$ cat src/rtl/slotarb_pkg.sv
package slotarb_pkg;
  localparam int DEF_CLIENTS = 14;
  localparam int DEF_SLOTS   = 64;
  localparam int DEF_REGIONS = 2;

  typedef enum logic {
    MEM_EXT = 1'b0,
    MEM_INT = 1'b1
  } mem_region_e;
endpackage

$ cat src/rtl/slot_table.sv
module slot_table #(
  parameter int NUM_SLOTS   = slotarb_pkg::DEF_SLOTS,
  parameter int NUM_CLIENTS = slotarb_pkg::DEF_CLIENTS,
  parameter int PTR_W       = $clog2(NUM_SLOTS),
  parameter int IDX_W       = $clog2(NUM_CLIENTS)
) (
  input  logic             clk,
  input  logic             rst,
  input  logic             wr_en,
  input  logic [PTR_W-1:0] wr_slot,
  input  logic [IDX_W-1:0] wr_client,
  input  logic [PTR_W-1:0] rd_slot,
  output logic [IDX_W-1:0] rd_client
);
  localparam logic [IDX_W-1:0] LAST_CLI = IDX_W'(NUM_CLIENTS - 1);

  logic [IDX_W-1:0] owner_mem [NUM_SLOTS];
  logic             wr_ok;

  assign wr_ok = wr_en && (wr_client <= LAST_CLI);

  always_ff @(posedge clk) begin
    if (rst) begin
      for (int i = 0; i < NUM_SLOTS; i++)
        owner_mem[i] <= IDX_W'(i % NUM_CLIENTS);
    end else if (wr_ok) begin
      owner_mem[wr_slot] <= wr_client;
    end
  end

  assign rd_client = owner_mem[rd_slot];

  always_comb begin
    AST_OWNER_RANGE: assert (rst !== 1'b0 || rd_client <= LAST_CLI);
  end
endmodule

$ cat src/rtl/slot_picker.sv
module slot_picker #(
  parameter int NUM_CLIENTS = slotarb_pkg::DEF_CLIENTS,
  parameter int IDX_W       = $clog2(NUM_CLIENTS)
) (
  input  logic [NUM_CLIENTS-1:0] req,
  input  logic [IDX_W-1:0]       owner,
  output logic [NUM_CLIENTS-1:0] pick,
  output logic                   owner_req
);
  logic [NUM_CLIENTS-1:0] owner_hot;
  logic [NUM_CLIENTS-1:0] lowest_hot;
  logic                   found;

  always_comb begin
    owner_hot = '0;
    for (int c = 0; c < NUM_CLIENTS; c++)
      if (owner == IDX_W'(c)) owner_hot[c] = 1'b1;
  end

  assign owner_req = |(owner_hot & req);

  always_comb begin
    lowest_hot = '0;
    found      = 1'b0;
    for (int c = 0; c < NUM_CLIENTS; c++) begin
      if (req[c] && !found) begin
        lowest_hot[c] = 1'b1;
        found         = 1'b1;
      end
    end
  end

  assign pick = owner_req ? owner_hot : lowest_hot;
endmodule

$ cat src/rtl/arb_region.sv
module arb_region #(
  parameter int NUM_SLOTS   = slotarb_pkg::DEF_SLOTS,
  parameter int NUM_CLIENTS = slotarb_pkg::DEF_CLIENTS,
  parameter int PTR_W       = $clog2(NUM_SLOTS),
  parameter int IDX_W       = $clog2(NUM_CLIENTS)
) (
  input  logic                   clk,
  input  logic                   rst,
  input  logic                   wr_en,
  input  logic [PTR_W-1:0]       wr_slot,
  input  logic [IDX_W-1:0]       wr_client,
  input  logic [NUM_CLIENTS-1:0] req,
  output logic [NUM_CLIENTS-1:0] gnt,
  output logic                   gnt_vld
);
  localparam logic [PTR_W-1:0] LAST_SLOT = PTR_W'(NUM_SLOTS - 1);

  logic [PTR_W-1:0]       slot_ptr;
  logic [IDX_W-1:0]       owner;
  logic [NUM_CLIENTS-1:0] pick;
  logic                   owner_req;
  logic                   live_q;

  always_ff @(posedge clk) begin
    if (rst) begin
      slot_ptr <= '0;
      live_q   <= 1'b0;
    end else begin
      slot_ptr <= (slot_ptr == LAST_SLOT) ? '0 : slot_ptr + 1'b1;
      live_q   <= 1'b1;
    end
  end

  slot_table #(
    .NUM_SLOTS(NUM_SLOTS), .NUM_CLIENTS(NUM_CLIENTS), .PTR_W(PTR_W), .IDX_W(IDX_W)
  ) table_i (
    .clk(clk), .rst(rst), .wr_en(wr_en), .wr_slot(wr_slot),
    .wr_client(wr_client), .rd_slot(slot_ptr), .rd_client(owner)
  );

  slot_picker #(
    .NUM_CLIENTS(NUM_CLIENTS), .IDX_W(IDX_W)
  ) picker_i (
    .req(req), .owner(owner), .pick(pick), .owner_req(owner_req)
  );

  always_ff @(posedge clk) begin
    if (rst) begin
      gnt     <= '0;
      gnt_vld <= 1'b0;
    end else begin
      gnt     <= pick;
      gnt_vld <= |req;
    end
  end

  AST_PTR_STEP: assert property (@(posedge clk) disable iff (rst)
    (slot_ptr != LAST_SLOT) |=> (slot_ptr == $past(slot_ptr) + 1'b1));
  AST_PTR_WRAP: assert property (@(posedge clk) disable iff (rst)
    (slot_ptr == LAST_SLOT) |=> (slot_ptr == '0));
  AST_GNT_ONEHOT: assert property (@(posedge clk) disable iff (rst)
    $onehot0(gnt) && (gnt_vld == (gnt != '0)));
  AST_GNT_REQ: assert property (@(posedge clk) disable iff (rst || !live_q)
    ((gnt & ~$past(req)) == '0));
  AST_IDLE: assert property (@(posedge clk) disable iff (rst || !live_q)
    ($past(req) == '0) |-> !gnt_vld);
  AST_OWNER_WINS: assert property (@(posedge clk) disable iff (rst || !live_q)
    $past(owner_req) |-> ($countones(gnt) == 1 && gnt[$past(owner)]));
endmodule

$ cat src/rtl/slot_arbiter.sv
module slot_arbiter #(
  parameter int NUM_SLOTS   = slotarb_pkg::DEF_SLOTS,
  parameter int NUM_CLIENTS = slotarb_pkg::DEF_CLIENTS,
  parameter int PTR_W       = $clog2(NUM_SLOTS),
  parameter int IDX_W       = $clog2(NUM_CLIENTS)
) (
  input  logic                   clk,
  input  logic                   rst,
  input  logic                   tbl_wr_en,
  input  logic                   tbl_wr_region,
  input  logic [PTR_W-1:0]       tbl_wr_slot,
  input  logic [IDX_W-1:0]       tbl_wr_client,
  input  logic [NUM_CLIENTS-1:0] ext_req,
  input  logic [NUM_CLIENTS-1:0] int_req,
  output logic [NUM_CLIENTS-1:0] ext_gnt,
  output logic                   ext_gnt_vld,
  output logic [NUM_CLIENTS-1:0] int_gnt,
  output logic                   int_gnt_vld
);
  import slotarb_pkg::*;

  localparam int NREG = DEF_REGIONS;

  logic [NUM_CLIENTS-1:0] req_r [NREG];
  logic [NUM_CLIENTS-1:0] gnt_r [NREG];
  logic                   vld_r [NREG];

  assign req_r[MEM_EXT] = ext_req;
  assign req_r[MEM_INT] = int_req;

  for (genvar r = 0; r < NREG; r++) begin : g_region
    logic sel;
    assign sel = tbl_wr_en && (tbl_wr_region == 1'(r));

    arb_region #(
      .NUM_SLOTS(NUM_SLOTS), .NUM_CLIENTS(NUM_CLIENTS), .PTR_W(PTR_W), .IDX_W(IDX_W)
    ) region_i (
      .clk(clk), .rst(rst), .wr_en(sel), .wr_slot(tbl_wr_slot),
      .wr_client(tbl_wr_client), .req(req_r[r]), .gnt(gnt_r[r]), .gnt_vld(vld_r[r])
    );
  end

  assign ext_gnt     = gnt_r[MEM_EXT];
  assign ext_gnt_vld = vld_r[MEM_EXT];
  assign int_gnt     = gnt_r[MEM_INT];
  assign int_gnt_vld = vld_r[MEM_INT];
endmodule

$ cat config.mk
export PLATFORM = sky130hd
export DESIGN_NAME = slot_arbiter
export DESIGN_NICKNAME = d
export VERILOG_FILES = /design/src/rtl/slotarb_pkg.sv /design/src/rtl/slot_table.sv /design/src/rtl/slot_picker.sv /design/src/rtl/arb_region.sv /design/src/rtl/slot_arbiter.sv
export SDC_FILE = /design/constraint.sdc
export NUM_CORES = 1
export LEC_CHECK = 0
export BUFFER_PORTS_ARGS = -buffer_cell sky130_fd_sc_hd__buf_2
export CAP_MARGIN = 15
export CORE_MARGIN = 4
export CORE_UTILIZATION = 40
export CTS_CLUSTER_SIZE = 40
export DETAILED_ROUTE_END_ITERATION = 6
export MAX_ROUTING_LAYER = met4
export PLACE_DENSITY = 0.64
export SLEW_MARGIN = 15
export SYNTH_ARGS = -nofsm -noshare
export SYNTH_HDL_FRONTEND = slang
export SYNTH_SLANG_ARGS = --single-unit
$ cat constraint.sdc
create_clock -name clk -period 4.1 [get_ports clk]
set_input_delay 0.205 -clock clk [delete_from_list [all_inputs] [get_ports clk]]
set_output_delay 0.205 -clock clk [all_outputs]
set_load 0.01 [all_outputs]
==> key figures, run 1 <==
Run status
  • Outcome: finished clean

Floorplan
  • Core Box Area: 67600 um^2
  • Die Wd: 270 um
  • Die area: 72900 um^2
  • Die Span Y: 270 um
  • IO Pins: 72
  • Num rows: 95
  • Starting Density: 40.6%

Detailed routing
  • Routed WL: 69.4 mm
  • DRT Pass-1 Iters: 5
  • Routed wl met2: 32.6 mm
  • Wl on met1: 30.1 mm
  • Initial DRC count: 1613
  • DR vias: 17300
  • Met3 WL: 5.13 mm
  • Residual DRC: 0
  • Antenna viol nets, final: 0
  • Routed vias/inst: 5.70
  • Post-DR wirelength/cell: 22.9 um
  • Max layer used: met4

Synth
  • Ys async rst share: 0%
  • Synth top cells by count: 512 x edfxtp_1, 171 x and2_1, 170 x or2_2
  • Largest area contributor in the netlist: edfxtp_1
  • Syn nets: 2129
  • Synth top area share: 56.0%
  • Primary FF master, synth: edfxtp_1
  • Largest cells by area after synthesis: edfxtp_1 56%, mux4_2 7.4%, and2_1 3.9%
  • Seq/Total Area, Yosys: 59.1%
  • Mean Syn Cell Area: 13.2 um^2
  • Post-Syn Instances: 2085
  • Count leader, synth: edfxtp_1
  • Yosys cell types: 85
  • Number of synthesized register bits: 554
  • Post-synth EDFFs: 512
  • Warnings from Yosys: 0
  • Synthesized cell area: 27400 um^2

STA
  • Tightest Pin Transition: 1.13 ns
  • Minimum clock period: 3.90 ns
  • Total negative slack: 0 ns
  • Final setup violation count: 0
  • Clk_skew: 0.0422 ns
  • Unrepaired setup endpoints after global routing: no
  • Final hold slack: 0.0586 ns
  • Max Fclk: 256 MHz
  • Final Cycle Share: 95.2%
  • Max-slew headroom: 24.9%
  • Final Hold Viols: 0
  • Setup WS post-layout: 0.197 ns
  • Max-slew violations: 0

Clocking
  • CTS clk-pin slew, worst paths: 0.06 ns
  • TritonCTS buffer count: 58
  • CTS tree: built
  • Clock buffer depth: 3
  • Root Buffer: clkbuf_16
  • Clock Latency Late Sink: 0.64 ns
  • H-tree Lvls: 2
  • Sink Count: 554

Global routing
  • GR Overflow Total: 0
  • Initial antenna violation count: 9
  • First-pass GRT wire length: 107 mm
  • Number of global-route vias before repair: 17100
  • Largest net degree at the start of global routing: 101
  • Overall Global Routing Usage: 19.3%

Worst setup path
  • Crit Path Max Fanout: 29
  • Worst Path Class, Setup: flip-flop to flip-flop
  • Worst Path Required: 4.61 ns
  • R2R Setup Slk: 0.20 ns
  • Worst R2R End: g_region[1].region_i.gnt[8]
  • Slowest stage delay, CP: 0.54 ns
  • Setup crit end: g_region[1].region_i.gnt[8]
  • Crit path launch type: flip-flop
  • CP max stage cell: mux4_2
  • CP top delay family: multiplexers
  • Reg2reg start: g_region[1].region_i.slot_ptr[1]
  • Worst Path Arrival: 4.42 ns
  • R2R depth: 14
  • Critical Path End Type: flip-flop
  • CP startpoint: g_region[1].region_i.slot_ptr[1]
  • Worst path cell trace: buf_12 -> mux4_2 -> mux2i_1 -> nor3_1 -> a2111oi_1 -> buf_4 -> a41o_1 -> buf_4 -> nand2_1 -> or3_1 -> o2111ai_1 -> nand3b_4 -> buf_12 -> mux2i_1
  • Buf/Inv on CP: 4
  • Critical Path Stages: 14

Place
  • Port Buffers: 71
  • Area after DPL: 28500 um^2
  • Pre-CTS worst setup slack: 0.246 ns
  • Gp weighted congestion: 0.868
  • Hpwl dp: 44.9 mm

Power
  • Sw Pwr: 3.15 mW
  • Combinational Power Share: 10.4%
  • Sw Ratio: 24.0%
  • Clock power frac: 39.6%
  • Sequential power share: 49.9%
  • Cell Int Power: 10.0 mW
  • PwrDens: 428 nW/um^2
  • Total power draw: 13.2 mW
  • Leakage: 10.8 nW
  • Maximum VDD drop: 0.000318 V

Cells and area
  • Layout cell share with drive strength beyond 1: 24.0%
  • Fillers: 5859
  • # nets final: 2156
  • Cell area after layout: 30800 um^2
  • Syn-to-layout area delta: 12.1%

Worst hold path
  • Worst min path class: primary input to flip-flop

Flow run
  • Max-cap violations: 0
[state kept, by name (all words and copies together), names as in the netlist]
signal                               count
g_region.region_i.table_i.owner_mem    512
g_region.region_i.gnt                   28
g_region.region_i.slot_ptr              12
g_region.region_i.gnt_vld                2
[what timing repair did]
| item | in CTS | in global routing |
|---|---|---|
| buffers inserted | 0 | 0 |
| hold buffers | 34 | 0 |
| setup endpoints to repair | 0 | 10 |
| gates resized for setup | 0 | 3 |
| endpoints found under the hold margin | 27 | 0 |
[stage by stage]
stage | util, % | instances
2_1_floorplan | - | 2085
3_3_place_gp | 42.2 | 2891
3_5_place_dp | 42.2 | 2891
4_1_cts | 45.4 | 3030
5_1_grt | 45.5 | 3038
6_report | 45.5 | 3038
[worst reg2reg max path, stage by stage, from the launching register on]
cell and delay [ns]:
dfxtp_4 0.47, buf_12 0.26, mux4_2 0.56, mux2i_1 0.35
nor3_1 0.08, a2111oi_1 0.38, buf_4 0.20, a41o_1 0.20
buf_4 0.23, nand2_1 0.08, or3_1 0.31, o2111ai_1 0.10
nand3b_4 0.18, buf_12 0.15, mux2i_1 0.22
[power groups by stage]
stage          sequential [mW]  combinational (mW)  clock, mW
5_1_grt                   6.60                1.46       5.53
6_report                  6.57                1.37       5.21
2_1_floorplan             6.61               0.967          0
4_1_cts                   6.58                1.36       5.30
3_3_place_gp              6.69                1.31          0
3_5_place_dp              6.69                1.34          0
[metal layers]
layer	track usage, %	vias to the layer above
met5	-	-
met4	4.85	0
li1	-	7827
met3	3.62	114
met1	26.5	8731
met2	29.8	641
[kinds of logic after synthesis]
kind of cell | Yosys count | synth area share, %
buf+inv | 218 | 3.71
simple gates | 995 | 21.0
flops | 554 | 59.1
fa+ha+maj | 2 | 0.0912
compound gates | 128 | 3.82
mux | 181 | 12.1
xor+xnor | 7 | 0.223
[worst min-delay path by stage]
stage,start,endpoint,slack [ns],cells after the start
2_1_floorplan,int_req[3],g_region[1].region_i.gnt[4],0.31,1
3_5_place_dp,int_req[3],g_region[1].region_i.gnt[4],0.47,2
6_report,ext_req[9],g_region[0].region_i.gnt[10],0.06,3
4_1_cts,ext_req[9],g_region[0].region_i.gnt[10],0.02,3
3_3_place_gp,ext_req[13],g_region[0].region_i.gnt_vld,0.48,3
5_1_grt,ext_req[9],g_region[0].region_i.gnt[10],0.06,3
[cell type report]
| cell class | count | area, um^2 | share of cell area (%) |
|---|---|---|---|
| flip-flops and latches | 554 | 16200 | 52.8 |
| inverters | 14 | 52.6 | 0.171 |
| diodes | 8 | 20.0 | 0.0651 |
| repair buffers | 171 | 1270 | 4.12 |
| clock inverters | 36 | 359 | 1.17 |
| multi-input cells | 1313 | 10200 | 33.3 |
| well taps | 873 | 1090 | 3.55 |
| clock buffers | 69 | 1500 | 4.88 |
[layout by cell type, fill, tap and decap left out, types with 61 or more instances in the layout]
| master | instances |
|---|---|
| and2_1 | 171 |
| and3_1 | 139 |
| buf_2 | 66 |
| buf_4 | 66 |
| edfxtp_1 | 512 |
| mux2i_1 | 61 |
| mux4_2 | 90 |
| nand2_1 | 88 |
| nor2_1 | 126 |
| or2_2 | 170 |
| or3_1 | 120 |
Note: power is estimated with default switching activity, not from simulation.
==> run 2, diff against run 1 <==
==> constraint.sdc (replaced) <==
create_clock -name clk -period 3.9 [get_ports clk]
set_input_delay 0.195 -clock clk [delete_from_list [all_inputs] [get_ports clk]]
set_output_delay 0.195 -clock clk [all_outputs]
set_load 0.05 [all_outputs]
==> key figures, run 2 (synthesis gave the netlist of run 1 again) <==
Run status
  • Outcome: finished clean

Clocking
  • Sink Count: 554 (unchanged)
  • CTS clk-pin slew, worst paths: 0.06 ns (about the same)
  • H-tree Lvls: 2 (unchanged)
  • TritonCTS buffer count: 58 (unchanged)
  • # Post-CTS Setup Buffers: 0 (unchanged)
  • Clock Latency Late Sink: 0.62 ns (-0.02 ns)
  • Root Buffer: clkbuf_16
  • CTS tree: built
  • Clock buffer depth: 3 (unchanged)

Power
  • Sw Pwr: 3.41 mW (+8.2%)
  • Sw Ratio: 24.2% (+0.28 points)
  • Sequential power share: 49.1% (-0.8 points)
  • Combinational Power Share: 10.8% (+0.4 points)
  • Maximum VDD drop: 0.000349 V (+9.7%)
  • Clock power frac: 40.2% (+0.6 points)
  • Leakage: 10.9 nW (+0.85%)
  • PwrDens: 453 nW/um^2 (+6.0%)
  • Cell Int Power: 10.7 mW (+6.6%)

STA
  • Max-slew headroom: 29.0% (+4.1 points)
  • Max-slew violations: 0 (unchanged)
  • Clk_skew: 0.0382 ns (-0.00401 ns)
  • Max Fclk: 272 MHz (+6.0%)
  • Tightest Pin Transition: 1.06 ns (-0.0659 ns)
  • Final setup violation count: 0 (unchanged)
  • Final hold slack: 0.0538 ns (-0.00481 ns)
  • Final Hold Viols: 0 (unchanged)
  • Minimum clock period: 3.68 ns (-0.223 ns)
  • Unrepaired setup endpoints after global routing: no
  • Final Cycle Share: 94.4% (-0.83 points)

Worst setup path
  • CP max stage cell: mux4_2
  • Slowest stage delay, CP: 0.56 ns (+0.02 ns)
  • CP top delay family: multiplexers
  • Buf/Inv on CP: 1 (-3)
  • Worst Path Required: 4.44 ns (-0.17 ns)
  • Worst Path Arrival: 4.22 ns (-0.20 ns)
  • Worst path cell trace: buf_12 -> mux4_2 -> mux4_2 -> a22oi_1 -> nand3_2 -> mux2i_1 -> nor4_1 -> a31oi_1 -> o221ai_4 -> or3b_1 -> o32ai_2
  • Worst Path Class, Setup: flip-flop to flip-flop
  • Crit path launch type: flip-flop
  • Cell mode on critical path: mux4_2
  • Crit Path Max Fanout: 21 (-28%)
  • Critical Path End Type: flip-flop

Global routing
  • Initial antenna violation count: 8 (-1)
  • First-pass GRT wire length: 109 mm (+1.9%)
  • Largest net degree at the start of global routing: 89 (-12%)
  • GR Overflow Total: 0 (unchanged)
  • Number of global-route vias before repair: 17400 (+2.0%)
  • Overall Global Routing Usage: 19.6% (+0.28 points)

Cells and area
  • Most frequent cells in the layout: 512 x edfxtp_1, 171 x and2_1, 170 x or2_2
  • # nets final: 2170 (+0.65%)
  • Commonest non-fill, non-tap cell in the layout: edfxtp_1
  • Finished Layout Cells: 3056 (+0.59%)
  • Biggest regs: g_region.region_i.table_i.owner_mem (512), g_region.region_i.gnt (28), g_region.region_i.slot_ptr (12)
  • Layout cell share with drive strength beyond 1: 24.8% (+0.80 points)
  • Syn-to-layout area delta: 13.1%
  • Fillers: 5859 (unchanged)
  • Number of flip-flops in the largest register: 512 (unchanged)
  • Biggest register: g_region.region_i.table_i.owner_mem

Floorplan
  • IO Pins: 72 (unchanged)
  • Die area: 72900 um^2 (unchanged)
  • Starting Density: 40.6% (unchanged)
  • Num rows: 95 (unchanged)
  • Core Box Area: 67600 um^2 (unchanged)
  • Die Span Y: 270 um (unchanged)
  • Die Wd: 270 um (unchanged)

Detailed routing
  • DRT Pass-1 Iters: 5 (unchanged)
  • DR vias: 17400 (+0.73%)
  • Post-DR wirelength/cell: 23.1 um (+0.92%)
  • Residual DRC: 0 (unchanged)
  • Antenna viol nets, final: 0 (unchanged)
  • Routed vias/inst: 5.71 (+0.14%)
  • Routed WL: 70.5 mm (+1.5%)
  • Initial DRC count: 1745 (+8.2%)

Place
  • Hpwl dp: 46.1 mm (+2.5%)
  • Port Buffers: 71 (unchanged)
  • Gp weighted congestion: 0.886 (+2.1%)
  • Placed Cells: 2906 (+0.52%)

Worst hold path
  • Worst min path class: primary input to flip-flop

Flow run
  • Max-cap violations: 0 (unchanged)
-- run 2: changes by cell type in the layout (fill, tap and decap cells not counted), sizes merged --
cell         change
clkinvlp         +3
clkinv           +1
dlygate4sd3      -1
inv              -1
diode            -1
buf             +15
bufinv           +2
-- run 2: tightest hold or removal path, stage by stage --
cell    delay [ns]
buf_2         0.12
nor3_1        0.07
a32o_1        0.24
-- run 2: what timing repair did --
item,CTS,global route
gates resized for setup,2,6
setup endpoints to repair,7,11
cloned,0,0
hold buffers,33,0
hold endpoints to repair,28,0
-- run 2: layout make-up --
type	instances	area (um^2)	share of cell area, %
diodes	7	17.5	0.0564
clock buffers	69	1490	4.81
clock inverters	41	450	1.45
inverters	14	52.6	0.169
multi-input cells	1313	10300	33.1
flip-flops and latches	554	16200	52.3
well taps	873	1090	3.52
repair buffers	185	1420	4.57
-- run 2: path summary, 6_finish.rpt --
kind                                         start                               end  slack (ns)  depth (start not counted)
setup / recovery  g_region[0].region_i.slot_ptr[0]       g_region[0].region_i.gnt[3]        0.22                         11
hold / removal                          ext_req[7]       g_region[0].region_i.gnt[8]        0.05                          3
setup reg to reg  g_region[0].region_i.slot_ptr[0]       g_region[0].region_i.gnt[3]        0.22                         11
hold reg to reg   g_region[1].region_i.slot_ptr[0]  g_region[1].region_i.slot_ptr[0]        0.63                          1
-- run 2: routing by layer --
layer	wire, um	GRT usage (%)	vias up
met5	0	-	-
met4	1700	4.96	0
met3	4370	3.06	112
met2	33700	30.8	596
met1	30700	26.7	8875
li1	-	-	7857
-- run 2: through the flow --
step                      utilization, %  TNS, ns  cell area (um^2)  worst slack (ns)  power (mW)
final                               45.9        0             31000             0.219        14.1
after CTS                           45.8        0             31000            0.0376        14.2
after global routing                45.9        0             31000            0.0177        14.5
after global placement              42.4   -0.404             28700           -0.0805        8.48
after floorplan                        -        0             27400             0.619        8.01
after detailed placement            42.4    -1.10             28700            -0.191        8.51
-- run 2: power groups by stage --
stage / combinational [mW] / sequential [mW] / clock, mW
5_1_grt: 1.62 / 6.93 / 5.98
6_report: 1.52 / 6.91 / 5.65
4_1_cts: 1.50 / 6.91 / 5.74
3_3_place_gp: 1.45 / 7.03 / 0
3_5_place_dp: 1.47 / 7.04 / 0
2_1_floorplan: 1.02 / 6.99 / 0
==> run 3, diff against run 2 <==
Settings changed: SYNTH_HIERARCHICAL set to 1.
==> key figures, run 3 <==
Floorplan
  • Num rows: 95 (unchanged)
  • Core Box Area: 67500 um^2 (-0.18%)
  • IO Pins: 72 (unchanged)
  • Die Wd: 270 um (-0.11%)
  • Starting Density: 40.6% (about the same)
  • Die area: 72700 um^2 (-0.21%)
  • Die Span Y: 270 um (-0.11%)

Synth
  • Synth top area share: 56.2% (+0.12 points)
  • Ys async rst share: 0% (unchanged)
  • Yosys cell types: 64 (-25%)
  • Mean Syn Cell Area: 13.2 um^2 (+0.50%)
  • Seq/Total Area, Yosys: 59.2% (+0.13 points)
  • Synth top cells by count: 512 x edfxtp_1, 292 x and2_1, 234 x or3_1
  • Synthesized cell area: 27400 um^2 (-0.22%)
  • Primary FF master, synth: edfxtp_1
  • Largest area contributor in the netlist: edfxtp_1
  • Syn nets: 2114 (-0.70%)
  • Post-synth EDFFs: 512 (unchanged)
  • Warnings from Yosys: 6 (+6)
  • Count leader, synth: edfxtp_1
  • Largest cells by area after synthesis: edfxtp_1 56%, mux4_2 8.6%, and2_1 6.7%
  • Post-Syn Instances: 2070 (-0.72%)
  • Number of synthesized register bits: 554 (unchanged)

Worst setup path
  • Worst Path Arrival: 4.23 ns (about the same)
  • Crit Path Max Fanout: 7 (-67%)
  • Crit path launch type: flip-flop
  • Critical Path End Type: flip-flop
  • Worst Path Required: 4.45 ns (about the same)
  • R2R Setup Slk: 0.22 ns (about the same)
  • Worst Path Class, Setup: flip-flop to flip-flop

Clocking
  • Clock buffer depth: 3 (unchanged)
  • Clock Latency Late Sink: 0.62 ns (about the same)
  • CTS clk-pin slew, worst paths: 0.06 ns (about the same)
  • Sink Count: 554 (unchanged)
  • CTS tree: built
  • Root Buffer: clkbuf_16
  • TritonCTS buffer count: 55 (-5.2%)
  • H-tree Lvls: 2 (unchanged)

Power
  • Leakage: 10.2 nW (-6.4%)
  • PwrDens: 450 nW/um^2 (-0.67%)
  • Maximum VDD drop: 0.000267 V (-24%)

Global routing
  • Overall Global Routing Usage: 18.3% (-1.2 points)
  • First-pass GRT wire length: 102 mm (-6.2%)
  • Number of global-route vias before repair: 16800 (-3.8%)
  • Initial antenna violation count: 4 (-4)
  • GR Overflow Total: 0 (unchanged)
  • Largest net degree at the start of global routing: 96 (+7.9%)

STA
  • Clk_skew: 0.0217 ns (-0.0165 ns)
  • Final Hold Viols: 0 (unchanged)
  • Max-slew headroom: 27.3% (-1.7 points)
  • Total negative slack: 0 ns (unchanged)
  • Final setup violation count: 0 (unchanged)
  • Final Cycle Share: 94.3% (about the same)
  • Setup WS post-layout: 0.221 ns (+0.00219 ns)
  • Max-slew violations: 0 (unchanged)
  • Max Fclk: 272 MHz (about the same)
  • Unrepaired setup endpoints after global routing: no
  • Tightest Pin Transition: 1.09 ns (+0.0298 ns)
  • Minimum clock period: 3.68 ns (-0.00219 ns)

Cells and area
  • Biggest regs: g_region.region_i/table_i/owner_mem (512), g_region.region_i/gnt (28), g_region.region_i/slot_ptr (12)
  • Layout cell share with drive strength beyond 1: 23.3% (-1.5 points)
  • Commonest non-fill, non-tap cell in the layout: edfxtp_1
  • # nets final: 2155 (-0.69%)
  • Syn-to-layout area delta: 12.2%
  • Most frequent cells in the layout: 512 x edfxtp_1, 292 x and2_1, 234 x or3_1
  • Biggest register: g_region.region_i/table_i/owner_mem
  • Number of flip-flops in the largest register: 512 (unchanged)

Place
  • Pre-CTS worst setup slack: 0.154 ns (+0.345 ns)
  • Gp weighted congestion: 0.872 (-1.6%)
  • Hpwl dp: 41.6 mm (-9.7%)
  • Port Buffers: 71 (unchanged)

Detailed routing
  • Routed WL: 66.3 mm (-6.0%)
  • Residual DRC: 0 (unchanged)
  • Initial DRC count: 1573 (-9.9%)
  • Routed vias/inst: 5.63 (-1.3%)
  • DRT Pass-1 Iters: 5 (unchanged)
  • Post-DR wirelength/cell: 21.9 um (-5.2%)
  • Antenna viol nets, final: 0 (unchanged)
  • DR vias: 17100 (-2.1%)

Worst hold path
  • Worst min path class: primary input to flip-flop

Run status
  • Outcome: finished clean

Flow run
  • Max-cap violations: 0 (unchanged)
-- run 3: changes by cell type after synthesis, moves of 13 or more --
cell / before / now
mux4_2: 90 / 105
a21o_1: 13 / 0
nand2b_1: 60 / 10
o221ai_1: 0 / 16
nor2b_1: 15 / 44
nor2_1: 128 / 164
or2_2: 170 / 129
nand2_1: 88 / 33
and3_1: 139 / 2
and2_1: 171 / 292
mux2i_1: 61 / 19
a22oi_1: 23 / 7
or3_1: 120 / 234
-- run 3: layer usage --
layer | global-route usage, % | part of all wire [%]
met2 | 28.3 | 47
met4 | 4.59 | 2.2
met5 | - | 0
met3 | 3.66 | 7.1
met1 | 25.2 | 44
-- run 3: what timing repair did --
action / in CTS / in global routing
gates resized for setup: 0 / 4
hold buffers: 30 / 0
endpoints found under the setup margin: 0 / 7
setup buffers: 0 / 4
hold endpoints to repair: 28 / 0
-- run 3: logic make-up (layout without fill, tap and decap cells) --
| family | after synthesis | count (layout) | synth area share [%] |
|---|---|---|---|
| DFF | 554 | 554 | 59.2 |
| xor gates and xnor gates | 6 | 6 | 0.192 |
| muxes | 153 | 153 | 11.6 |
| buffers and inverters | 203 | 288 | 3.54 |
| adders and majority gates | 2 | 2 | 0.0914 |
| AOI/OAI and AO/OA | 131 | 131 | 3.53 |
| and+or+nand+nor | 1021 | 1021 | 21.9 |
| other | 0 | 4 | 0 |
-- run 3: final timing paths --
check / startpoint / to / depth (start not counted)
setup / recovery: g_region[1].region_i/slot_ptr[0] / g_region[1].region_i/gnt[9] / 12
hold / removal: int_req[10] / g_region[1].region_i/gnt[10] / 3
setup reg to reg: g_region[1].region_i/slot_ptr[0] / g_region[1].region_i/gnt[9] / 12
hold reg to reg: g_region[0].region_i/slot_ptr[5] / g_region[0].region_i/slot_ptr[5] / 2
-- run 3: where the power goes --
| group | internal [mW] | switching, mW | total (mW) |
|---|---|---|---|
| Sequential | 6.77 | 0.134 | 6.91 |
| Combinational | 0.631 | 0.895 | 1.53 |
| Clock | 3.10 | 2.30 | 5.40 |
| Total | 10.5 | 3.33 | 13.8 |
-- run 3: cell type report --
class / instances / area, um^2
timing repair buffer: 171 / 1280
sequential: 554 / 16200
tap: 873 / 1090
clock inverter: 39 / 410
clock buffer: 62 / 1420
multi-input combinational: 1313 / 10200
inverter: 16 / 60.1
fill: 5795 / 36800
antenna: 4 / 10.0
-- run 3: critical path, stage by stage, from the launching register on --
cell	delay, ns
dfxtp_4	0.42
buf_4	0.17
mux4_1	0.59
a22oi_1	0.28
a311oi_1	0.15
buf_4	0.17
a211o_1	0.36
buf_4	0.20
a311oi_1	0.26
o221ai_2	0.18
or4_1	0.56
a21boi_1	0.14
nor2b_1	0.14
-- run 3: through the flow --
step	power (mW)	util, %	instances	hold WS [ns]	area, um^2
final	13.8	45.5	3032	0.0405	30700
after global placement	8.48	42.2	2892	0.567	28500
after CTS	13.9	45.4	3023	0.0162	30600
after detailed placement	8.51	42.2	2892	0.552	28500
after floorplan	8.05	-	2070	0.267	27400
after global routing	14.3	45.5	3032	0.0400	30700
